[src/rtl/cmdpt_pkg.sv]
package cmdpt_pkg;
  typedef enum logic [1:0] {
    GRP_UNIV  = 2'b00,
    GRP_ADDR  = 2'b01,
    GRP_SEC   = 2'b10,
    GRP_OTHER = 2'b11
  } grp_e;

  localparam logic [1:0] MODE_HOST_CHECK = 2'd3;
endpackage

[src/rtl/cmdpt_qualify.sv]
module cmdpt_qualify
  import cmdpt_pkg::*;
(
  input  logic       valid,
  input  logic [1:0] grp,
  input  logic       undef,
  input  logic       talk_act,
  input  logic       listen_act,
  input  logic       enable,
  input  logic [1:0] mode,
  input  logic       own_prim,
  input  logic       chain_q,
  output logic       pass_cmd,
  output logic       pass_addr,
  output logic       primary
);
  grp_e g;
  assign g = grp_e'(grp);

  always_comb begin
    pass_cmd  = 1'b0;
    pass_addr = 1'b0;
    primary   = valid && (g != GRP_SEC);
    if (valid) begin
      unique case (g)
        GRP_UNIV:  pass_cmd = undef && enable;
        GRP_ADDR:  pass_cmd = undef && enable && (talk_act || listen_act);
        GRP_SEC: begin
          if (chain_q && enable)
            pass_cmd = 1'b1;
          else if (own_prim && (mode == MODE_HOST_CHECK))
            pass_addr = 1'b1;
        end
        default:   pass_cmd = 1'b0;
      endcase
    end
  end
endmodule

[src/rtl/cmdpt_chain.sv]
module cmdpt_chain (
  input  logic clk,
  input  logic rst,
  input  logic primary,
  input  logic pass_cmd,
  output logic chain_q
);
  always_ff @(posedge clk) begin
    if (rst)
      chain_q <= 1'b0;
    else if (primary)
      chain_q <= pass_cmd;
  end
endmodule

[src/rtl/cmdpt_hold.sv]
module cmdpt_hold #(
  parameter int W = 8
) (
  input  logic         clk,
  input  logic         rst,
  input  logic         pass_cmd,
  input  logic         pass_addr,
  input  logic [W-1:0] byte_in,
  input  logic         host_rd,
  output logic [W-1:0] pt_q,
  output logic         cmd_q,
  output logic         addr_q,
  output logic         hold_q
);
  logic take;
  assign take = pass_cmd || pass_addr;

  always_ff @(posedge clk) begin
    if (rst) begin
      pt_q   <= '0;
      cmd_q  <= 1'b0;
      addr_q <= 1'b0;
      hold_q <= 1'b0;
    end else if (take) begin
      pt_q   <= byte_in;
      cmd_q  <= pass_cmd;
      addr_q <= pass_addr;
      hold_q <= 1'b1;
    end else if (host_rd) begin
      cmd_q  <= 1'b0;
      addr_q <= 1'b0;
      hold_q <= 1'b0;
    end
  end

  AST_PASS_HOLDS: assert property (@(posedge clk) disable iff (rst)
    take |=> hold_q && (pt_q == $past(byte_in)));
  AST_READ_RELEASE: assert property (@(posedge clk) disable iff (rst)
    (host_rd && !take) |=> !hold_q && !cmd_q && !addr_q && $stable(pt_q));
  AST_ONE_FLAG: assert property (@(posedge clk) disable iff (rst)
    $onehot0({cmd_q, addr_q}));
endmodule

[src/rtl/cmdpt_filter.sv]
module cmdpt_filter
  import cmdpt_pkg::*;
#(
  parameter int CMD_W = 8
) (
  input  logic             clk,
  input  logic             rst,
  input  logic             cmd_valid,
  input  logic [CMD_W-1:0] cmd_byte,
  input  logic [1:0]       cmd_grp,
  input  logic             cmd_undef,
  input  logic             talk_addr,
  input  logic             listen_addr,
  input  logic             pt_en,
  input  logic [1:0]       addr_mode,
  input  logic             own_prim,
  input  logic             host_rd,
  output logic [CMD_W-1:0] pt_data,
  output logic             cmd_flag,
  output logic             addr_flag,
  output logic             hold_bus
);
  logic pass_cmd, pass_addr, primary, chain_q;

  cmdpt_qualify u_qual (
    .valid(cmd_valid), .grp(cmd_grp), .undef(cmd_undef),
    .talk_act(talk_addr), .listen_act(listen_addr), .enable(pt_en),
    .mode(addr_mode), .own_prim(own_prim), .chain_q(chain_q),
    .pass_cmd(pass_cmd), .pass_addr(pass_addr), .primary(primary)
  );

  cmdpt_chain u_chain (
    .clk(clk), .rst(rst), .primary(primary), .pass_cmd(pass_cmd),
    .chain_q(chain_q)
  );

  cmdpt_hold #(.W(CMD_W)) u_hold (
    .clk(clk), .rst(rst), .pass_cmd(pass_cmd), .pass_addr(pass_addr),
    .byte_in(cmd_byte), .host_rd(host_rd),
    .pt_q(pt_data), .cmd_q(cmd_flag), .addr_q(addr_flag), .hold_q(hold_bus)
  );

  AST_HELD_QUIET: assert property (@(posedge clk) disable iff (rst)
    (hold_bus && !host_rd) |-> !cmd_valid);
  AST_UNADDR_DROPPED: assert property (@(posedge clk) disable iff (rst)
    (cmd_valid && cmd_grp == GRP_ADDR && !talk_addr && !listen_addr)
    |=> $stable(pt_data) && !$rose(hold_bus));
  AST_KNOWN_DROPPED: assert property (@(posedge clk) disable iff (rst)
    (cmd_valid && !cmd_undef && cmd_grp != GRP_SEC)
    |=> $stable(pt_data) && !$rose(hold_bus));
  AST_OFF_NO_CMD: assert property (@(posedge clk) disable iff (rst)
    (cmd_valid && !pt_en) |=> !$rose(cmd_flag));
  AST_OTHER_DROPPED: assert property (@(posedge clk) disable iff (rst)
    (cmd_valid && cmd_grp == GRP_OTHER) |=> $stable(pt_data) && !$rose(hold_bus));
endmodule

[config.mk]
export PLATFORM = sky130hd
export DESIGN_NAME = cmdpt_filter
export DESIGN_NICKNAME = d
export VERILOG_FILES = /design/src/rtl/cmdpt_pkg.sv /design/src/rtl/cmdpt_qualify.sv /design/src/rtl/cmdpt_chain.sv /design/src/rtl/cmdpt_hold.sv /design/src/rtl/cmdpt_filter.sv
export SDC_FILE = /design/constraint.sdc
export NUM_CORES = 1
export LEC_CHECK = 0
export CORE_MARGIN = 2
export CORE_UTILIZATION = 36
export CTS_CLUSTER_DIAMETER = 60
export DETAILED_ROUTE_END_ITERATION = 8
export PLACE_DENSITY = 0.76
export SYNTH_ARGS = -nofsm -noshare
export SYNTH_HDL_FRONTEND = slang
export SYNTH_SLANG_ARGS = --single-unit
[constraint.sdc]
create_clock -name clk -period 1.3 [get_ports clk]
set_input_delay 0.26 -clock clk [delete_from_list [all_inputs] [get_ports clk]]
set_output_delay 0.26 -clock clk [all_outputs]
set_load 0.005 [all_outputs]
==> flow_metrics.tcl, run 1 <==
set metrics [dict create \
    syn-num-nets 83 \
    yosysTopAreaCellShare_pct 41.6 \
    power.density_nw_per_um2 793 \
    synth_top_cells_by_count "nand2b_1 (17), dfxtp_1 (12), mux2i_1 (8)" \
    slew_viol_final 0 \
    synth_most_common_cell "nand2b_1" \
    place_hpwl_mm 1.04 \
    clkPwrFrac_pct 36.0 \
    worstSetupPathType "in -> reg" \
    register_area_um2 250 \
    layout.cells.non_filler 120 \
    coreArea_um2 1510 \
    grt_pass1_vias 567 \
    vias 587 \
    htree_num_levels 1 \
    path_cells "clkdlybuf4s15_1 -> a211o_1 -> a31oi_4 -> buf_6 -> buf_12 -> mux2i_1" \
    crit_family "compound AO/OA/AOI/OAI gates" \
    initial_core_util_pct 38.4 \
    cts_root_buf "clkbuf_4" \
    wl_mm 1.51 \
    synth_cell_types 18 \
    die_area_um2 1940 \
    synth_top_area_cell "dfxtp_1" \
    synth_edf_count 0 \
    hp-class "in -> reg" \
    pre_cts_slack_ns -0.429 \
    detail_route.iter0.violations 6 \
    grt_max_degree 22 \
    diodes 0 \
    critPathMaxFanout 6 \
    cts_tree "built" \
    multiInputGateArea_um2 337 \
    syn_avg_cell_area_um2 9.32 \
    antenna_found_initial 0 \
    setup_violations 0 \
    slowest_stage "a211o_1" \
    drive_above_1_share_pct 25.0 \
    rsz0062_at_grt "no" \
    critPathBufInv 3 \
    p_sw_mw 0.192 \
    clk_pin_slew_ns 0.08 \
    cts.sinks 12 \
    portBuffers 31 \
    cpPeakStageDelay_ns 0.35 \
    fillCellCount 125 \
    postSynthCellCount 62 \
    fin_crit_ns 1.23 \
    required_ns 1.51 \
    place.gp.congestion 0.811 \
    ys_ff_latch 12 \
    worstPathArrival_ns 1.44 \
    ys_seq_area_share_pct 41.6 \
    final_nets 126 \
    max_cap_violations 0 \
    gr-total-overflow 0 \
    routed_via_density 4.89 \
    peakVddDrop_uv 551 \
    hold_ws_ns 0.298 \
    cts_buffer_depth 2 \
    final.setup.worst_slack_ns 0.0650 \
    grt_first_pass_wirelength_mm 2.49 \
    ios 32 \
    row_count 14 \
    drt_first_pass_iters 4 \
    relSlewSlack_pct 78.4 \
    hold_viol 0 \
    tightest_slew_ns 0.323 \
    power_frac_seq_pct 45.4 \
    syn_area_um2 578 \
    clock_skew_ns 0.00824 \
    yosysWarnings 0 \
    swShare_pct 22.8 \
    die_x_um 44.1 \
    synth_area_leaders "dfxtp_1 (42%), nand2b_1 (18%), mux2i_1 (14%)" \
    fmax_mhz 810 \
    async_reset_ff_share_pct 0 \
    syn2layout_area_growth_pct 83.8 \
    comb_power_share_pct 18.7 \
    status "finished, final reports clean" \
    min_period_over_period_pct 95.0 \
    cp-start-kind "input port" \
    clkLatencyLatePin_ns 0.28 \
    drtAntennaViolNets 0 \
    gr-usage-all-layers_pct 18.0 \
    die_h_um 44.1 \
    placed_cells_incl_taps 113 \
    cp-end-kind "register" \
    drc 0 \
    synthFlopType "dfxtp_1" \
    postLayoutCoreUtil_pct 70.5 \
    p_int_mw 0.650 \
    cellLeakagePower_nw 0.495 \
    numCtsBuffers 3 \
    drt-wirelength-per-cell_um 12.6 \
]
[sequential cells by signal, indices dropped and copies added (netlist names)]
signal	cells
u_hold.cmd_q	1
u_hold.pt_q	8
u_hold.addr_q	1
u_hold.hold_q	1
u_chain.chain_q	1
[timing repair]
item,CTS,global route
buffers inserted,2,0
setup endpoints to repair,22,10
hold buffers,0,0
gates resized for setup,30,8
cloned,1,0
pin swaps,4,2
[stage by stage]
step | area [um^2] | TNS [ns] | power [mW]
after floorplan | 578 | 0 | 0.438
after global placement | 955 | -4.11 | 0.539
after detailed placement | 955 | -4.71 | 0.543
after CTS | 1030 | 0 | 0.843
after global routing | 1060 | 0 | 0.884
final | 1060 | 0 | 0.842
[power by group through the flow]
stage          clock network, mW  logic, mW  registers, mW
3_5_place_dp                   0      0.153          0.390
6_report                   0.303      0.157          0.382
3_3_place_gp                   0      0.149          0.390
4_1_cts                    0.307      0.154          0.382
5_1_grt                    0.330      0.171          0.383
2_1_floorplan                  0     0.0479          0.390
[worst min-delay path, stage by stage]
cell	delay, ns
dlymetal6s2s_1	0.13
nand4_1	0.09
o21ai_1	0.06
[metal layers]
metal | part of all wire [%] | global-route usage [%] | up-vias
met5 | 0 | 0 | -
met4 | 0.73 | 5.45 | 0
met3 | 5.6 | 6.53 | 3
met2 | 51 | 29.1 | 16
met1 | 43 | 22.6 | 272
li1 | - | - | 296
[path summary, 6_finish.rpt]
path / cells after the start / slack (ns) / to / from
worst min register to register: 2 / 0.46 / u_hold.addr_q$_SDFFE_PP0P_ / u_hold.addr_q$_SDFFE_PP0P_
worst max register to register: 5 / 0.11 / u_hold.pt_q[1]$_SDFFE_PP0P_ / u_chain.chain_q$_SDFFE_PP0P_
worst min-delay path: 3 / 0.30 / u_hold.addr_q$_SDFFE_PP0P_ / addr_mode[0]
worst max-delay path: 6 / 0.07 / u_hold.pt_q[1]$_SDFFE_PP0P_ / cmd_grp[1]
[cell usage in the layout, fill, tap and decap left out, types with 2 or more instances in the layout]
master / instances
dlymetal6s2s_1: 3
clkbuf_4: 3
a211o_1: 2
clkdlybuf4s50_1: 10
inv_1: 2
buf_6: 2
dlygate4sd2_1: 17
mux2i_1: 8
nand2b_1: 17
nor2_1: 3
nand2_1: 4
buf_4: 6
dfxtp_2: 8
nand4_1: 2
dfxtp_1: 4
[final cells by class]
cell class	instances	share of cell area [%]
sequential	12	23.6
multi-input combinational	45	31.7
inverter	2	0.707
tap	16	1.88
clock buffer	4	3.42
timing repair buffer	41	38.8
[cells by family after synthesis]
kind of cell | share of synthesized area, %
AO/OA/AOI/OAI | 12.3
flip-flops | 41.6
buffers and inverters | 4.55
multiplexers | 13.9
AND/OR/NAND/NOR | 27.7
Note: power is estimated with default switching activity, not from simulation.
==> inputs of run 2 (changes only) <==
--- a/config.mk
+++ b/config.mk
@@ -10,6 +10,8 @@
 export CTS_CLUSTER_DIAMETER = 60
 export DETAILED_ROUTE_END_ITERATION = 8
 export PLACE_DENSITY = 0.76
+export SETUP_SLACK_MARGIN = 0.4
+export SKIP_LAST_GASP = 1
 export SYNTH_ARGS = -nofsm -noshare
 export SYNTH_HDL_FRONTEND = slang
 export SYNTH_SLANG_ARGS = --single-unit
==> run 2 against run 1 <==
  * Critical path depth rose by 1
  * Wire length up 10%
  * Sequential power barely moved
  * Largest cell class unchanged
  * Highest routed layer unchanged
==> flow_metrics.tcl, run 2 (synthesized netlist as in run 1, its figures left out) <==
set metrics [dict create \
    coreArea_um2 1510 \
    final_nets 132 \
    status "finished, final reports clean" \
    numCtsBuffers 3 \
    grt.met3_usage_pct 6.53 \
    min_period_over_period_pct 85.7 \
    syn2layout_area_growth_pct 90.7 \
    clkLatencyLatePin_ns 0.28 \
    use_met1_pct 22.1 \
    detail_route.iter0.violations 9 \
    fin_crit_ns 1.11 \
    cts.sinks 12 \
    setup_violations 0 \
    relSlewSlack_pct 82.0 \
    gr-total-overflow 0 \
    drt-wirelength-per-cell_um 13.2 \
    slew_viol_final 0 \
    portBuffers 31 \
    clock_skew_ns 0.00331 \
    routed_via_density 4.84 \
    wl_mm 1.66 \
    hold_viol 0 \
    drive_above_1_share_pct 50.0 \
    grt_first_pass_wirelength_mm 2.65 \
    place_hpwl_um 997 \
    largest_reg_flops 8 \
    place.gp.congestion 0.699 \
    row_count 14 \
    cts_root_buf "clkbuf_4" \
    die_area_um2 1940 \
    drtAntennaViolNets 0 \
    max_cap_violations 0 \
    rsz0062_at_grt "yes" \
    cts_tree "built" \
    htree_num_levels 1 \
    tightest_slew_ns 0.271 \
    clk_pin_slew_ns 0.08 \
    grt_busiest_layer "met2" \
    layout_common_cells "nand2b_1 (17), buf_2 (13), dfxtp_2 (11)" \
    cp-start-kind "input port" \
    fmax_mhz 898 \
    cts_buffer_depth 2 \
    gr-usage-all-layers_pct 19.1 \
    pre_cts_slack_ns -0.445 \
    final.setup.worst_slack_ns 0.186 \
    hp-class "in -> reg" \
    initial_core_util_pct 38.4 \
    vias 610 \
    cp-end-kind "register" \
    required_ns 1.50 \
    die_x_um 44.1 \
    die_h_um 44.1 \
    drt_first_pass_iters 4 \
    diodes 0 \
    ios 32 \
    grt_use_met2_pct 30.6 \
    antenna_found_initial 0 \
    placed_cells_incl_taps 113 \
    grt_max_degree 12 \
    grt_pass1_vias 611 \
    layout.cells.non_filler 126 \
    power.density_nw_per_um2 776 \
    peakVddDrop_uv 554 \
    critPathMaxFanout 6 \
    regMostFlops "u_hold.pt_q" \
    worstSetupPathType "in -> reg" \
    final_common_cell "nand2b_1" \
    cellLeakagePower_nw 0.480 \
    hold_ws_ns 0.381 \
    worstPathArrival_ns 1.31 \
    drc 0 \
]
## run 2: cell type report
class | count | area (um^2)
multi-input cells | 45 | 369
repair buffers | 47 | 412
inverters | 2 | 7.51
fillers | 117 | 404
well taps | 16 | 20.0
clock buffers | 4 | 36.3
flip-flops and latches | 12 | 258
## run 2: layer usage
metal  routed length [um]  up-vias
li1                     -      307
met1                  651      282
met2                  885       17
met3                   92        4
met4                   34        0
met5                    0        -
## run 2: critical path, stage by stage
cell,delay (ns)
buf_2,0.10
nor2_4,0.03
a211o_1,0.29
a31oi_4,0.20
buf_6,0.13
buf_12,0.11
mux2i_1,0.19
## run 2: through the flow
| step | utilization, % | total power [mW] | TNS (ns) | instance area, um^2 |
|---|---|---|---|---|
| 2_1_floorplan | - | 0.439 | 0 | 586 |
| 3_3_place_gp | 63.9 | 0.542 | -4.70 | 962 |
| 3_5_place_dp | 63.9 | 0.544 | -4.91 | 962 |
| 4_1_cts | 70.8 | 0.851 | 0 | 1070 |
| 5_1_grt | 73.2 | 0.892 | 0 | 1100 |
| 6_report | 73.2 | 0.855 | 0 | 1100 |
## run 2: power breakdown
group          switching [mW]  internal [mW]
logic                  0.0652          0.109
registers             0.00503          0.376
clock network           0.129          0.170
total                   0.199          0.656
## run 2: path summary, 6_finish.rpt
kind | from | endpoint | slack, ns | cells after the start
min | addr_mode[1] | u_hold.addr_q$_SDFFE_PP0P_ | 0.38 | 3
max | listen_addr | u_hold.pt_q[4]$_SDFFE_PP0P_ | 0.19 | 7
max reg2reg | u_chain.chain_q$_SDFFE_PP0P_ | u_hold.pt_q[4]$_SDFFE_PP0P_ | 0.19 | 5
min reg2reg | u_hold.addr_q$_SDFFE_PP0P_ | u_hold.addr_q$_SDFFE_PP0P_ | 0.47 | 2
## run 2: what timing repair did
action,CTS,global route
setup endpoints to repair,23,23
resized for setup,97,7
hold buffers,0,0
endpoints found under the hold margin,0,0
pin swaps,6,3
buffers inserted,6,1
cloned,2,0
